File: src/rtl/chgint_port_pkg.sv
package chgint_port_pkg;

    typedef enum logic [1:0] {
        SEL_PORT = 2'd0,
        SEL_DIR  = 2'd1,
        SEL_OPT  = 2'd2,
        SEL_INTC = 2'd3
    } reg_sel_e;

    // bit positions that software relies on
    localparam int unsigned PU_N_BIT = 7;
    localparam int unsigned FLAG_BIT = 0;

    typedef struct packed {
        logic wr_port;
        logic wr_dir;
        logic wr_opt;
        logic wr_intc;
        logic port_touch;
    } bus_dec_t;

    function automatic bus_dec_t decode_bus(input logic [1:0] sel,
                                            input logic       wr,
                                            input logic       rd);
        bus_dec_t d;
        d.wr_port    = wr && (sel == SEL_PORT);
        d.wr_dir     = wr && (sel == SEL_DIR);
        d.wr_opt     = wr && (sel == SEL_OPT);
        d.wr_intc    = wr && (sel == SEL_INTC);
        d.port_touch = (wr || rd) && (sel == SEL_PORT);
        return d;
    endfunction

endpackage

File: src/rtl/chgint_sync.sv
module chgint_sync #(
    parameter int unsigned W      = 8,
    parameter int unsigned STAGES = 2
) (
    input  logic         clk,
    input  logic         rst,
    input  logic [W-1:0] d,
    output logic [W-1:0] q
);
    logic [STAGES-1:0][W-1:0] stg;

    always_ff @(posedge clk) begin
        if (rst) begin
            stg <= '0;
        end else begin
            stg[0] <= d;
            for (int i = 1; i < int'(STAGES); i++) begin
                stg[i] <= stg[i-1];
            end
        end
    end

    assign q = stg[STAGES-1];
endmodule

File: src/rtl/chgint_regs.sv
module chgint_regs
    import chgint_port_pkg::*;
#(
    parameter int unsigned W = 8
) (
    input  logic         clk,
    input  logic         rst,
    input  logic         wr_port,
    input  logic         wr_dir,
    input  logic         wr_opt,
    input  logic         wr_intc,
    input  logic [W-1:0] wdata,
    output logic [W-1:0] dir_q,
    output logic [W-1:0] lat_q,
    output logic         pu_n_q,
    output logic         clr_req
);
    always_ff @(posedge clk) begin
        if (rst) begin
            dir_q  <= '1;
            lat_q  <= '0;
            pu_n_q <= 1'b1;
        end else begin
            if (wr_dir)  dir_q  <= wdata;
            if (wr_port) lat_q  <= wdata;
            if (wr_opt)  pu_n_q <= wdata[PU_N_BIT];
        end
    end

    // writing 0 to the flag bit requests a clear; writing 1 does nothing
    assign clr_req = wr_intc && !wdata[FLAG_BIT];
endmodule

File: src/rtl/chgint_pads.sv
module chgint_pads #(
    parameter int unsigned W = 8
) (
    input  logic [W-1:0] dir_q,
    input  logic [W-1:0] lat_q,
    input  logic         pu_n_q,
    input  logic [W-1:0] pin_s,
    output logic [W-1:0] pin_out,
    output logic [W-1:0] pin_oe,
    output logic [W-1:0] pull_en,
    output logic [W-1:0] port_rd
);
    always_comb begin
        pin_out = lat_q;
        pin_oe  = ~dir_q;
        pull_en = dir_q & {W{~pu_n_q}};
        port_rd = (dir_q & pin_s) | (~dir_q & lat_q);
    end
endmodule

File: src/rtl/chgint_change.sv
module chgint_change #(
    parameter int unsigned N = 4
) (
    input  logic         clk,
    input  logic         rst,
    input  logic         touch,
    input  logic         clr_req,
    input  logic [N-1:0] pin_hi,
    input  logic [N-1:0] dir_hi,
    output logic         mismatch,
    output logic         flag
);
    logic [N-1:0] snap;
    logic [N-1:0] diff;

    always_comb begin
        diff     = (pin_hi ^ snap) & dir_hi;
        mismatch = |diff;
    end

    always_ff @(posedge clk) begin
        if (rst) begin
            snap <= '0;
            flag <= 1'b0;
        end else begin
            if (touch) snap <= pin_hi;
            if (mismatch)     flag <= 1'b1;
            else if (clr_req) flag <= 1'b0;
        end
    end
endmodule

File: src/rtl/chgint_port.sv
module chgint_port
    import chgint_port_pkg::*;
#(
    parameter int unsigned W      = 8,
    parameter int unsigned CHG_LO = 4,
    parameter int unsigned SYNC_N = 2
) (
    input  logic         clk,
    input  logic         rst,
    input  logic [1:0]   bus_sel,
    input  logic         bus_wr,
    input  logic         bus_rd,
    input  logic [W-1:0] bus_wdata,
    output logic [W-1:0] bus_rdata,
    input  logic [W-1:0] pin_in,
    output logic [W-1:0] pin_out,
    output logic [W-1:0] pin_oe,
    output logic [W-1:0] pull_en,
    output logic         chg_flag,
    output logic         wake_req
);
    localparam int unsigned CHG_N = W - CHG_LO;

    bus_dec_t     dec;
    logic [W-1:0] pin_s;
    logic [W-1:0] dir_q;
    logic [W-1:0] lat_q;
    logic         pu_n_q;
    logic         clr_req;
    logic [W-1:0] port_rd;
    logic         chg_mismatch;

    assign dec = decode_bus(bus_sel, bus_wr, bus_rd);

    chgint_sync #(.W(W), .STAGES(SYNC_N)) u_sync (
        .clk (clk),
        .rst (rst),
        .d   (pin_in),
        .q   (pin_s)
    );

    chgint_regs #(.W(W)) u_regs (
        .clk     (clk),
        .rst     (rst),
        .wr_port (dec.wr_port),
        .wr_dir  (dec.wr_dir),
        .wr_opt  (dec.wr_opt),
        .wr_intc (dec.wr_intc),
        .wdata   (bus_wdata),
        .dir_q   (dir_q),
        .lat_q   (lat_q),
        .pu_n_q  (pu_n_q),
        .clr_req (clr_req)
    );

    chgint_pads #(.W(W)) u_pads (
        .dir_q   (dir_q),
        .lat_q   (lat_q),
        .pu_n_q  (pu_n_q),
        .pin_s   (pin_s),
        .pin_out (pin_out),
        .pin_oe  (pin_oe),
        .pull_en (pull_en),
        .port_rd (port_rd)
    );

    chgint_change #(.N(CHG_N)) u_chg (
        .clk      (clk),
        .rst      (rst),
        .touch    (dec.port_touch),
        .clr_req  (clr_req),
        .pin_hi   (pin_s[W-1:CHG_LO]),
        .dir_hi   (dir_q[W-1:CHG_LO]),
        .mismatch (chg_mismatch),
        .flag     (chg_flag)
    );

    assign wake_req = chg_flag;

    always_comb begin
        bus_rdata = '0;
        unique case (reg_sel_e'(bus_sel))
            SEL_PORT: bus_rdata = port_rd;
            SEL_DIR:  bus_rdata = dir_q;
            SEL_OPT:  bus_rdata[PU_N_BIT] = pu_n_q;
            SEL_INTC: bus_rdata[FLAG_BIT] = chg_flag;
            default:  bus_rdata = '0;
        endcase
    end
endmodule

File: config.mk
export PLATFORM = sky130hd
export DESIGN_NAME = chgint_port
export DESIGN_NICKNAME = d
export VERILOG_FILES = /design/src/rtl/chgint_port_pkg.sv /design/src/rtl/chgint_sync.sv /design/src/rtl/chgint_regs.sv /design/src/rtl/chgint_pads.sv /design/src/rtl/chgint_change.sv /design/src/rtl/chgint_port.sv
export SDC_FILE = /design/constraint.sdc
export NUM_CORES = 1
export LEC_CHECK = 0
export BUFFER_PORTS_ARGS = -buffer_cell sky130_fd_sc_hd__buf_2
export CAP_MARGIN = 20
export CORE_ASPECT_RATIO = 1.25
export CORE_MARGIN = 2
export CORE_UTILIZATION = 35
export CTS_CLUSTER_DIAMETER = 30
export CTS_CLUSTER_SIZE = 20
export DETAILED_ROUTE_END_ITERATION = 8
export PLACE_DENSITY = 0.62
export SETUP_SLACK_MARGIN = 0.4
export SYNTH_ARGS = -nofsm -noshare
export SYNTH_HDL_FRONTEND = slang
export SYNTH_SLANG_ARGS = --single-unit
File: constraint.sdc
create_clock -name clk -period 1.29 [get_ports clk]
set_clock_uncertainty 0.1 [all_clocks]
set_input_delay 0.1935 -clock clk [delete_from_list [all_inputs] [get_ports clk]]
set_output_delay 0.1935 -clock clk [all_outputs]
set_load 0.005 [all_outputs]
Word level (Yosys, flattened, before mapping)
Index checks and enable logic that the tools add are counted.
{"block": "totals", "wordCells": 34, "input_bits": 22, "ff_bits": 38}
{"block": "classes", "n_mux": 5, "eq_ne": 3, "reduce_logical": 11, "bitwise_logic": 8}
{"op": "$and 8x8->8", "n": 3}
{"op": "$pmux 6 s2", "n": 1}
{"op": "$not 8->8", "n": 1}
{"op": "$or 8x8->8", "n": 1}
{"op": "$logic_and 1x1->1", "n": 6}
{"op": "$pmux 1 s3", "n": 2}
{"op": "$and 4x4->4", "n": 1}
{"op": "$eq 2x2->1 const B", "n": 2}
{"op": "$reduce_or 4->1", "n": 1}
{"op": "$xor 4x4->4", "n": 1}
{"op": "$eq 2x1->1 const B", "n": 1}
{"op": "$logic_not 2->1", "n": 1}
{"op": "$mux 1", "n": 2}
{"op": "$reduce_bool 2->1", "n": 1}
{"op": "$logic_not 1->1", "n": 1}
{"op": "$logic_or 1x1->1", "n": 1}
{"op": "$not 1->1", "n": 1}

Logic depth before layout (Yosys ltp)
Gate-level depths: netlist (run 1).
{"block": "depth", "word_depth": 5, "mapped_depth": 5, "mapped_depth_nobuf": 3}

Modules after synthesis
A second synthesis (run 1) with hierarchy kept.
{"block": "unflattened", "cells_unflattened": 182, "hier_area_um2": 1849.3}
{"mod": "chgint_regs", "cells_each": 56, "area_per_inst_um2": 625.6, "instances": 1}
{"mod": "chgint_sync", "cells_each": 41, "area_per_inst_um2": 524.3, "instances": 1}
{"mod": "chgint_pads", "cells_each": 32, "area_per_inst_um2": 262.8, "instances": 1}
{"mod": "chgint_change", "cells_each": 23, "area_per_inst_um2": 226.5, "instances": 1}
{"mod": "chgint_port", "cells_each": 30, "area_per_inst_um2": 210.2, "instances": 1}

Least setup slack after synthesis (run 1)
No wires, ideal clock.
{"block": "synth_timing", "path_kind": "input-to-reg", "from": "input bus_sel[1]", "to": "register u_regs.dir_q[7]", "slack_ns": 0.135, "setup_time_ns": 0.120, "cell_stages": 5, "required_time_ns": 1.070, "t_arrival_ns": 0.935, "cell_sequence": "and3b_1 buf_2 buf_6 nor2_1 a211o_1"}
{"block": "synth_via", "elab_chain_len": 2}
{"item": "start: declaration", "line_no": "chgint_port.sv:10", "source": "input logic [1:0] bus_sel,"}
{"item": "$eq 2x1->1", "line_no": "chgint_port_pkg.sv:27", "source": "d.wr_dir = wr && (sel == SEL_DIR);"}
{"item": "$logic_and 1x1->1", "line_no": "chgint_port_pkg.sv:27"}
{"item": "end signal: assignment", "line_no": "chgint_regs.sv:24", "source": "if (wr_dir) dir_q <= wdata;"}
{"item": "end: declaration", "line_no": "chgint_regs.sv:13", "source": "output logic [W-1:0] dir_q,"}
Every way passes these cells.
A chain may end at the register's enable or synchronous reset.

Worst setup path in the final report (run 1)
{"block": "layout_timing", "from": "register u_regs.lat_q[0]", "to": "output bus_rdata[0]"}
{"block": "layout_via", "elab_chain_len": 3}
{"item": "start: declaration", "line_no": "chgint_regs.sv:14", "source": "output logic [W-1:0] lat_q,"}
{"item": "start signal: assignment", "line_no": "chgint_regs.sv:25", "source": "if (wr_port) lat_q <= wdata;"}
{"item": "$and 8x8->8", "line_no": "chgint_pads.sv:17", "source": "port_rd = (dir_q & pin_s) | (~dir_q & lat_q);"}
{"item": "$or 8x8->8", "line_no": "chgint_pads.sv:17"}
{"item": "$pmux 1 s3", "line_no": "chgint_port.sv:82", "source": "unique case (reg_sel_e'(bus_sel))"}
{"item": "end: declaration", "line_no": "chgint_port.sv:14", "source": "output logic [W-1:0] bus_rdata,"}
Every way passes these cells.

==> impl_summary.txt, run 1 <==
----------------------------------------------------
[Outcome]
  Run status ... complete, but fails checks
  Violated checks ... negative setup slack

[Worst setup path]
  Worst R2R Setup Slack ... 110 ps
  Startpoint class of the critical path ... flip-flop
  Kind of end point of the critical path ... output pin
  Terminus of the critical flop-to-flop path ... u_chg.flag
  Worst path top cell family by delay ... flip-flops
  Critical path data required time ... 1000 ps
  Crit Path Category ... flip-flop to output pin
  Launching instance or port of the critical path ... u_regs.lat_q[0]
  Crit path max-delay cell type ... sky130_fd_sc_hd__dfxtp_2
  Worst-path maximum fanout ... 2
  Number of buffer and inverter stages on the critical path ... 1
  Cells on worst reg2reg path ... 5
  Delay contributed by the slowest stage of the critical path ... 360 ps
  CP cell instances ... a21oi_2, o31ai_2, buf_2
  Startpoint of the lowest-slack register-to-register path ... u_sync.q[7]
  Arrival time at the worst endpoint ... 1110 ps

[Yosys]
  Mean instance size in the synthesized netlist ... 9.108 sq um
  Async SR Flop Fraction ... 0%
  Number of enable-type register cells in the synthesized netlist ... 0
  Leading register cell type out of synthesis ... sky130_fd_sc_hd__dfxtp_1
  YS warnings ... 0
  Post-synth cell types ... 28
  Number of instances in the synthesized netlist ... 168
  Mapped Area ... 1530 sq um
  Proportion of synthesized chip area in sequential cells ... 49.71%
  Syn Nets ... 190
  Number of storage elements in the synthesis netlist ... 38

[Pwr]
  Cell leakage power ... 1.180 nW
  Peak supply drop ... 0.7243 mV
  Ratio of total power to cell area ... 1000 nW/um^2
  Power consumption ... 0.002572 W

[Final layout]
  Non-filler instance count after layout ... 316
  Count of inserted antenna diode cells ... 0
  Count of nets after finishing ... 281
  Share of post-route cells with drive strength above 1 ... 62.31%
  Signed area change from the synthesized netlist to the final layout ... 68.03%
  Final cell utilization of the core ... 62.24%

[Routing]
  Post-detailed-routing wire length ... 4283 um
  Met2 routed wirelength ... 2123 um
  Via-to-Cell Ratio ... 4.791
  Number of search-and-repair iterations in the first detailed-routing pass ... 4
  Starting DRT DRC Count ... 41
  Final routed DRC violation total ... 0
  Wire length on met1 ... 1873 um
  Average wire per cell in the routed design ... 13.55 um
  Sum of met3 wire segment lengths after detailed routing ... 225 um
  Highest Signal Layer ... met4
  Antenna-violating nets left ... 0
  Vias after detailed routing ... 1514

[GRT]
  Total track usage ... 17.54%
  Vias in the first global route ... 1380
  Sum of overflow across all layers after global routing ... 0
  Pin count of the biggest net entering global routing ... 39
  First-pass GRT wire length ... 6637 um
  Number of antenna violations at the first check in global routing ... 0

[Floorplanning]
  Ports placed on the boundary ... 56
  CORE AREA ... 4131 sq um
  Vertical die dimension ... 77.93 um
  Row count ... 26
  Width of the chip ... 63.14 um
  Starting density of the core ... 37.04%
  Area enclosed by the die boundary ... 4920 sq um

[Timing]
  Final setup vio count ... 8
  Headroom to the max-slew limit ... 53.33%
  Setup repair after global routing missed its margin ... yes
  Worst-case setup margin in the final layout ... -114.0 ps
  Number of slew-limit violations in the final report ... 0
  Final hold viol count ... 0
  Least-Margin Pin Slew ... 700.1 ps
  Achievable frequency ... 712.3 MHz
  Sum Neg Setup Slack ... -278.4 ps
  Final critical path time including I/O delays and setup ... 1404 ps
  Post-route clock period utilization ... 108.8%

[Clock network]
  Buffers from clock root to sink, at most ... 2
  Number of levels the H-tree was split into ... 2
  Clock insertion delay at the later pin of the skew report ... 290 ps
  Clock transition at the register clock pins on the worst setup and hold paths after CTS ... 70 ps
  Root cell of the clock tree ... sky130_fd_sc_hd__clkbuf_8
  CTS tree ... built
  Num CTS Buffers ... 5
  Number of sinks handled by clock tree synthesis ... 38

[Placed design]
  Number of buffers added on ports ... 55
  Placed cell count ... 283
  Placement-stage worst setup slack ... -143.6 ps
  Final Wtd Congestion ... 0.8468
  Placed wire-length estimate after detailed placement ... 2619 um

[Hold path]
  Endpoint, Worst Hold ... u_sync.stg[4]
  Startpoint of the lowest-slack hold path ... pin_in[4]
  Type of the tightest min-delay check ... input pin to flip-flop
  Number of cells on the worst hold path ... 2

[Flow run]
  Count of max-cap constraint violations ... 0

----------------------------------------------------
[repair_timing]
action,4_1_cts,5_1_grt
endpoints found under the setup margin,55,54
cloned,1,0
gates resized for setup,73,28
hold buffers,0,0
buffers inserted,15,9
pin swaps,26,14
[metal layers]
layer	up-vias	GRT usage, %
li1	750	-
met1	710	22.59
met2	48	28.19
met3	6	4.203
met4	0	6.667
met5	-	0
[cells by family after synthesis]
| logic type | count (synthesis) | share of synthesized area [%] |
|---|---|---|
| XOR/XNOR | 4 | 2.289 |
| multiplexers | 9 | 5.887 |
| flip-flops | 38 | 49.71 |
| buffers and inverters | 21 | 6.623 |
| AND/OR/NAND/NOR | 60 | 20.85 |
| AO/OA/AOI/OAI | 36 | 14.64 |
[worst max-delay path by stage]
stage	to	depth (start not counted)	slack [ps]
after floorplan	u_chg.snap[0]	4	150
after global placement	u_regs.dir_q[1]	4	-120
after detailed placement	u_regs.dir_q[0]	4	-140
after CTS	bus_rdata[7]	4	-130
after global routing	bus_rdata[7]	4	-200
final	bus_rdata[0]	3	-110
[where the power goes]
| part | total [W] | switching [W] | internal, W |
|---|---|---|---|
| sequential | 0.00127 | 0.0000382 | 0.00123 |
| clock | 0.000838 | 0.000408 | 0.000431 |
| combinational | 0.000467 | 0.000200 | 0.000268 |
[flip-flops by register name, summed over array words and instances, names as in the netlist]
signal	cells
u_regs.dir_q	8
u_sync.stg	8
u_chg.flag	1
u_regs.lat_q	8
u_chg.snap	4
u_regs.pu_n_q	1
u_sync.q	8
[cells in the mapped netlist, types with 2 or more instances]
master	number	area share, %
sky130_fd_sc_hd__dfxtp_1	38	50
sky130_fd_sc_hd__nor2_1	25	6.1
sky130_fd_sc_hd__nor2b_1	16	6.5
sky130_fd_sc_hd__a21oi_1	12	3.9
sky130_fd_sc_hd__o21ai_0	11	3.6
sky130_fd_sc_hd__mux2i_1	9	5.9
sky130_fd_sc_hd__a211o_1	8	4.6
sky130_fd_sc_hd__inv_1	8	2.0
sky130_fd_sc_hd__nand3_1	8	2.6
sky130_fd_sc_hd__clkbuf_1	6	1.5
sky130_fd_sc_hd__or3b_1	4	2.3
sky130_fd_sc_hd__xor2_1	4	2.3
sky130_fd_sc_hd__buf_2	3	0.98
sky130_fd_sc_hd__buf_6	2	1.5
[area by class of cell]
| cell class | count | area, sq um |
|---|---|---|
| fill | 379 | 1560 |
| multi-input combinational | 110 | 799.5 |
| sequential | 38 | 795.8 |
| timing repair buffer | 95 | 773.2 |
| clock buffer | 7 | 86.33 |
| tap | 56 | 70.07 |
| inverter | 9 | 41.29 |
| clock inverter | 1 | 5.005 |
[stage by stage]
stage	hold slack, ps	cell area (sq um)
after global routing	12.60	2571
after global placement	300.9	1962
after detailed placement	307.2	1962
final	6.276	2571
after CTS	0.2157	2404
after floorplan	211.3	1587
[placed cells by master (no fill, tap or decap), types with 7 or more instances in the layout]
cell | synthesis | final
sky130_fd_sc_hd__a211o_1 | 8 | 8
sky130_fd_sc_hd__o21ai_1 | 0 | 7
sky130_fd_sc_hd__buf_6 | 2 | 34
sky130_fd_sc_hd__a21oi_2 | 0 | 9
sky130_fd_sc_hd__mux2i_1 | 9 | 9
sky130_fd_sc_hd__dfxtp_2 | 0 | 19
sky130_fd_sc_hd__nor2_1 | 25 | 19
sky130_fd_sc_hd__dfxtp_1 | 38 | 16
sky130_fd_sc_hd__buf_2 | 3 | 41
sky130_fd_sc_hd__nor2b_1 | 16 | 16
sky130_fd_sc_hd__inv_2 | 0 | 7
sky130_fd_sc_hd__buf_4 | 1 | 16
Power figures use the tool's default switching activity.
==> inputs of run 2 (changes only) <==
Settings changed: TNS_END_PERCENT set to 30.
==> run 2 against run 1 <==
Net effect:
- the run still ends with negative setup slack left
- core utilization shrank 7.1 points
- via count down 7.4%
- register-to-register slack improved by 50 ps
- sequential share of layout area grew 3.9 points
- clock-buffer cell count decreased by 2
- die area unchanged
- global-route usage decreased by 1.5 points
- final cell count decreased by 7.6%
- fmax grew 0.22%
- cell area is 11% lower
- total power shrank 7.3%
- hold slack improved by 10 ps
- highest routed layer unchanged
==> impl_summary.txt, run 2 (synthesis results as in run 1) <==
----------------------------------------------------
[Final layout]
  Count of nets after finishing ... 258 (-8.2%)
  Final cell utilization of the core ... 55.15% (-7.1 points)
  Most common cell after layout, fill and taps aside ... sky130_fd_sc_hd__buf_2
  Highest-count cells in the layout ignoring fill and taps ... 46 x sky130_fd_sc_hd__buf_2, 18 x sky130_fd_sc_hd__dfxtp_2, 17 x sky130_fd_sc_hd__buf_6, 17 x sky130_fd_sc_hd__dfxtp_1, 16 x sky130_fd_sc_hd__nor2b_1
  Sequential standard cell area ... 794.5 sq um (-0.16%)
  Signed area change from the synthesized netlist to the final layout ... 48.90%
  Filler Cells Inserted ... 384 (+1.3%)
  Finished layout cell area ... 2278 sq um (-11%)
  Count of inserted antenna diode cells ... 0 (unchanged)
  Share of post-route cells with drive strength above 1 ... 55.08% (-7.2 points)
  Non-filler instance count after layout ... 292 (-7.6%)
  Area taken by multi-input logic gates ... 773.2 sq um (-3.3%)

[Worst setup path]
  Worst path top cell family by delay ... compound AO/OA/AOI/OAI gates
  Launching instance or port of the critical path ... u_sync.q[7]
  CP cell instances ... o21a_1, a31oi_1, o21ai_1, buf_2
  Kind of end point of the critical path ... output pin
  Critical path data required time ... 1000 ps (about the same)
  Crit Path Category ... flip-flop to output pin
  Startpoint of the lowest-slack register-to-register path ... u_sync.q[7]
  Startpoint class of the critical path ... flip-flop
  Crit path max-delay cell type ... sky130_fd_sc_hd__dfxtp_2
  Delay contributed by the slowest stage of the critical path ... 320 ps (-40 ps)
  Worst-path maximum fanout ... 2 (unchanged)
  Number of buffer and inverter stages on the critical path ... 1 (unchanged)
  Arrival time at the worst endpoint ... 1110 ps (about the same)

[Timing]
  Post-route clock period utilization ... 108.6% (-0.24 points)
  Achievable frequency ... 713.9 MHz (+0.22%)
  Headroom to the max-slew limit ... 54.88% (+1.6 points)
  Worst-case setup margin in the final layout ... -110.8 ps (+3.150 ps)
  Final hold viol count ... 0 (unchanged)
  Setup repair after global routing missed its margin ... yes
  Sum Neg Setup Slack ... -339.6 ps (-61.24 ps)
  Least-Margin Pin Slew ... 676.8 ps (-23.29 ps)
  Final setup vio count ... 9 (+1)
  Number of slew-limit violations in the final report ... 0 (unchanged)
  Final critical path time including I/O delays and setup ... 1401 ps (-3.150 ps)

[Pwr]
  Ratio of total power to cell area ... 1046 nW/um^2 (+4.6%)
  Cell leakage power ... 1.026 nW (-13%)
  Power share of the combinational group ... 15.7% (-2.5 points)
  Peak supply drop ... 0.5600 mV (-23%)
  Part of the power in the clock network ... 31.3% (-1.3 points)
  Power consumption ... 0.002384 W (-7.3%)
  Internal power contribution ... 0.001786 W (-7.3%)
  Sw Share ... 25.09% (about the same)
  Portion of total power attributed to sequential cells ... 53.0% (+3.8 points)
  Power dissipated by switching net loads ... 0.0005982 W (-7.3%)

[Hold path]
  Startpoint of the lowest-slack hold path ... pin_in[0]
  Type of the tightest min-delay check ... input pin to flip-flop

[Placed design]
  Post-Place Cell Area ... 1911 sq um (-2.6%)
  Placed wire-length estimate after detailed placement ... 2621 um (about the same)
  Final Wtd Congestion ... 0.7482 (-12%)
  Placed cell count ... 280 (-1.1%)
  Number of buffers added on ports ... 55 (unchanged)

[GRT]
  First-pass GRT wire length ... 6189 um (-6.8%)
  Vias in the first global route ... 1320 (-4.3%)
  Number of antenna violations at the first check in global routing ... 0 (unchanged)
  Pin count of the biggest net entering global routing ... 39 (unchanged)
  Total track usage ... 16.04% (-1.5 points)
  Sum of overflow across all layers after global routing ... 0 (unchanged)

[Clock network]
  Clock transition at the register clock pins on the worst setup and hold paths after CTS ... 70 ps (about the same)
  CTS Hold Buffers Added ... 0 (unchanged)
  Clock insertion delay at the later pin of the skew report ... 280 ps (about the same)
  Number of sinks handled by clock tree synthesis ... 38 (unchanged)
  CTS tree ... built
  Root cell of the clock tree ... sky130_fd_sc_hd__clkbuf_8
  Number of levels the H-tree was split into ... 2 (unchanged)
  Buffers from clock root to sink, at most ... 2 (unchanged)
  Num CTS Buffers ... 5 (unchanged)

[Routing]
  Post-detailed-routing wire length ... 3761 um (-12%)
  Average wire per cell in the routed design ... 12.88 um (-5.0%)
  Starting DRT DRC Count ... 68 (+66%)
  Final routed DRC violation total ... 0 (unchanged)
  Via-to-Cell Ratio ... 4.801 (+0.21%)
  Number of search-and-repair iterations in the first detailed-routing pass ... 4 (unchanged)
  Antenna-violating nets left ... 0 (unchanged)
  Vias after detailed routing ... 1402 (-7.4%)

[Floorplanning]
  Area enclosed by the die boundary ... 4920 sq um (unchanged)
  Width of the chip ... 63.14 um (unchanged)
  Vertical die dimension ... 77.93 um (unchanged)
  Ports placed on the boundary ... 56 (unchanged)
  Row count ... 26 (unchanged)
  Starting density of the core ... 37.04% (unchanged)
  CORE AREA ... 4131 sq um (unchanged)

[Outcome]
  Violated checks ... negative setup slack
  Run status ... complete, but fails checks

[Flow run]
  Count of max-cap constraint violations ... 0 (unchanged)

----------------------------------------------------
## run 2: final timing paths
path | end | slack (ps) | depth (start not counted)
hold reg to reg | u_sync.q[0] | 340 | 1
hold / removal | u_sync.stg[0] | 20 | 2
setup / recovery | bus_rdata[7] | -110 | 4
setup reg to reg | u_chg.flag | 160 | 4
## run 2: power groups by stage
stage	sequential, W	clock, W	combinational (W)
6_report	0.00126	0.000747	0.000374
5_1_grt	0.00127	0.000820	0.000409
4_1_cts	0.00126	0.000767	0.000336
3_5_place_dp	0.00128	0	0.000300
3_3_place_gp	0.00128	0	0.000298
2_1_floorplan	0.00127	0	0.000168
## run 2: through the flow
| stage | worst slack, ps | hold slack (ps) |
|---|---|---|
| detailed placement | -151.3 | 305.6 |
| global placement | -116.5 | 304.4 |
| finish | -110.8 | 16.28 |
| global route | -154.8 | 21.76 |
| floorplan | 145.1 | 211.3 |
| CTS | -137.9 | 9.847 |
## run 2: area by class of cell
cell class	instances	share of cell area [%]
clock buffers	5	3.020
clock inverters	2	0.4393
flip-flops and latches	38	34.87
inverters	9	2.306
multi-input cells	109	33.94
repair buffers	73	22.35
well taps	56	3.075
## run 2: metal layers
layer,track usage [%],vias up,share of wire (%)
met5,0,-,0
li1,-,705,-
met4,8.000,0,2.3
met3,4.058,8,4.9
met1,19.17,650,43
met2,26.49,39,49
## run 2: timing repair
action                     4_1_cts  5_1_grt
resized for setup               46       42
hold endpoints to repair         0        0
pin swaps                       12       10
buffers inserted                 5        0
setup endpoints to repair       55       55
==> inputs of run 3 (changes only) <==
Settings changed: BUFFER_PORTS_ARGS -buffer_cell sky130_fd_sc_hd__buf_2 to -buffer_cell sky130_fd_sc_hd__buf_4, CORE_MARGIN 2 to 3.
==> run 3 against run 2 <==
Net effect:
- the flow still finishes with violations (negative setup slack)
- final cell count rose by 3.8%
- die area rose by 5.8%
- flip-flop and latch count did not move
- combinational power increased by 27%
- critical path depth stayed put
- largest power group unchanged
==> impl_summary.txt, run 3 (synthesis results as in run 1) <==
----------------------------------------------------
[Clock network]
  Clock insertion delay at the later pin of the skew report ... 290 ps (about the same)
  Number of sinks handled by clock tree synthesis ... 38 (unchanged)
  CTS Hold Buffers Added ... 0 (unchanged)
  Buffers from clock root to sink, at most ... 2 (unchanged)
  Number of levels the H-tree was split into ... 2 (unchanged)
  Num CTS Buffers ... 5 (unchanged)
  Root cell of the clock tree ... sky130_fd_sc_hd__clkbuf_8
  Clock transition at the register clock pins on the worst setup and hold paths after CTS ... 80 ps (about the same)
  CTS tree ... built

[Pwr]
  Sw Share ... 23.19% (-1.9 points)
  Cell leakage power ... 1.126 nW (+9.8%)
  Ratio of total power to cell area ... 1040 nW/um^2 (-0.58%)
  Portion of total power attributed to sequential cells ... 46.7% (-6.3 points)
  Peak supply drop ... 0.6840 mV (+22%)
  Power share of the combinational group ... 17.5% (+1.8 points)
  Part of the power in the clock network ... 35.9% (+4.6 points)
  Power dissipated by switching net loads ... 0.0006291 W (+5.2%)
  Internal power contribution ... 0.002084 W (+17%)

[GRT]
  Sum of overflow across all layers after global routing ... 0 (unchanged)
  Pin count of the biggest net entering global routing ... 39 (unchanged)
  Number of antenna violations at the first check in global routing ... 0 (unchanged)
  First-pass GRT wire length ... 6272 um (+1.3%)
  Total track usage ... 15.75% (-0.29 points)
  Vias in the first global route ... 1375 (+4.2%)

[Floorplanning]
  CORE AREA ... 4164 sq um (+0.79%)
  Starting density of the core ... 36.75% (-0.29 points)
  Width of the chip ... 65.14 um (+3.2%)
  Area enclosed by the die boundary ... 5206 sq um (+5.8%)
  Ports placed on the boundary ... 56 (unchanged)
  Row count ... 26 (unchanged)
  Vertical die dimension ... 79.93 um (+2.6%)

[Routing]
  Post-detailed-routing wire length ... 4068 um (+8.2%)
  Average wire per cell in the routed design ... 13.43 um (+4.2%)
  Via-to-Cell Ratio ... 4.710 (-1.9%)
  Number of search-and-repair iterations in the first detailed-routing pass ... 4 (unchanged)
  Vias after detailed routing ... 1427 (+1.8%)
  Final routed DRC violation total ... 0 (unchanged)
  Antenna-violating nets left ... 0 (unchanged)
  Starting DRT DRC Count ... 65 (-4.4%)

[Worst setup path]
  Delay contributed by the slowest stage of the critical path ... 320 ps (about the same)
  Startpoint of the lowest-slack register-to-register path ... u_sync.q[7]
  Arrival time at the worst endpoint ... 1110 ps (about the same)
  Worst R2R Setup Slack ... 180 ps (+20 ps)
  Crit path max-delay cell type ... sky130_fd_sc_hd__dfxtp_2
  Crit Path Category ... flip-flop to output pin
  CP cell instances ... o21a_1, a31oi_1, o21ai_1, buf_4
  Launching instance or port of the critical path ... u_sync.q[7]
  Kind of end point of the critical path ... output pin
  Startpoint class of the critical path ... flip-flop
  Critical path data required time ... 1000 ps (about the same)
  Worst-path maximum fanout ... 2 (unchanged)
  Cells on worst reg2reg path ... 3 (-1)

[Timing]
  Final critical path time including I/O delays and setup ... 1407 ps (+5.805 ps)
  Final setup vio count ... 5 (-4)
  Headroom to the max-slew limit ... 72.20% (+17 points)
  Worst-case setup margin in the final layout ... -116.6 ps (-5.805 ps)
  Least-Margin Pin Slew ... 417.0 ps (-259.8 ps)
  Post-route clock period utilization ... 109.0% (+0.45 points)
  Achievable frequency ... 710.9 MHz (-0.41%)
  Final hold viol count ... 0 (unchanged)
  Sum Neg Setup Slack ... -219.2 ps (+120.4 ps)
  Number of slew-limit violations in the final report ... 0 (unchanged)
  Setup repair after global routing missed its margin ... yes

[Placed design]
  Placed wire-length estimate after detailed placement ... 2672 um (+2.0%)
  Final Wtd Congestion ... 0.7296 (-2.5%)
  Number of buffers added on ports ... 55 (unchanged)

[Final layout]
  Share of post-route cells with drive strength above 1 ... 61.94% (+6.9 points)
  Count of inserted antenna diode cells ... 0 (unchanged)
  Count of nets after finishing ... 268 (+3.9%)
  Most common cell after layout, fill and taps aside ... sky130_fd_sc_hd__buf_4
  Final cell utilization of the core ... 62.65% (+7.5 points)
  Highest-count cells in the layout ignoring fill and taps ... 52 x sky130_fd_sc_hd__buf_4, 28 x sky130_fd_sc_hd__buf_6, 20 x sky130_fd_sc_hd__dfxtp_2, 16 x sky130_fd_sc_hd__nor2b_1, 16 x sky130_fd_sc_hd__dfxtp_1
  Signed area change from the synthesized netlist to the final layout ... 70.48%

[Outcome]
  Run status ... complete, but fails checks
  Violated checks ... negative setup slack

[Hold path]
  Startpoint of the lowest-slack hold path ... bus_wdata[5]
  Number of cells on the worst hold path ... 2 (unchanged)
  Type of the tightest min-delay check ... input pin to flip-flop

[Flow run]
  Count of max-cap constraint violations ... 0 (unchanged)

----------------------------------------------------
[run 3: cell types whose count changed in the layout (fill, tap and decap cells not counted), sizes merged]
cell      change
buf          +10
clkbuf        +2
bufinv        +1
clkinv        -1
clkinvlp      -1
[run 3: worst max-delay path, delay by kind of cell (launching register included)]
| kind | cells | cell delay (ps) |
|---|---|---|
| AOI/OAI and AO/OA | 3 | 370 |
| buffers and inverters | 1 | 140 |
| DFF | 1 | 320 |
[run 3: per-layer routing]
metal  GRT usage (%)  up-vias  wire (um)
met5               0        -          0
met4           4.979        0         43
met3           4.648        4        222
met2           27.84       43       2064
met1           18.05      656       1738
li1                -      724          -
[run 3: worst paths after layout]
check	endpoint
max	bus_rdata[7]
min	u_regs.dir_q[5]
max reg2reg	u_chg.snap[3]
min reg2reg	u_sync.q[5]
[run 3: power by group through the flow]
stage / clock, W / combinational [W] / sequential, W
finish: 0.000973 / 0.000474 / 0.00127
global route: 0.00104 / 0.000514 / 0.00127
CTS: 0.000990 / 0.000424 / 0.00126
detailed placement: 0 / 0.000349 / 0.00128
global placement: 0 / 0.000346 / 0.00128
floorplan: 0 / 0.000168 / 0.00127
[run 3: timing repair]
action | in CTS | in global routing
pin swaps | 31 | 33
hold endpoints to repair | 0 | 0
resized for setup | 85 | 35
endpoints found under the setup margin | 55 | 55
setup buffers | 12 | 3
[run 3: area by class of cell]
cell class                      count  area, sq um
Multi-Input combinational cell    109        844.6
Fill cell                         373         1555
Clock buffer                        7        76.32
Timing Repair Buffer               83        755.7
Inverter                            9        38.79
Clock inverter                      1        30.03
Tap cell                           56        70.07
Sequential cell                    38        793.3
[run 3: through the flow]
| stage | setup slack, ps | instance area, sq um | instances | hold WS (ps) | power [W] |
|---|---|---|---|---|---|
| detailed placement | -120.4 | 2048 | 280 | 310.0 | 0.001630 |
| CTS | -143.8 | 2442 | 300 | 11.74 | 0.002680 |
| global route | -202.2 | 2609 | 303 | 12.54 | 0.002825 |
| floorplan | 145.1 | 1536 | 168 | 211.3 | 0.001441 |
| finish | -116.6 | 2609 | 303 | 14.25 | 0.002714 |
| global placement | -101.2 | 2048 | 280 | 305.8 | 0.001626 |
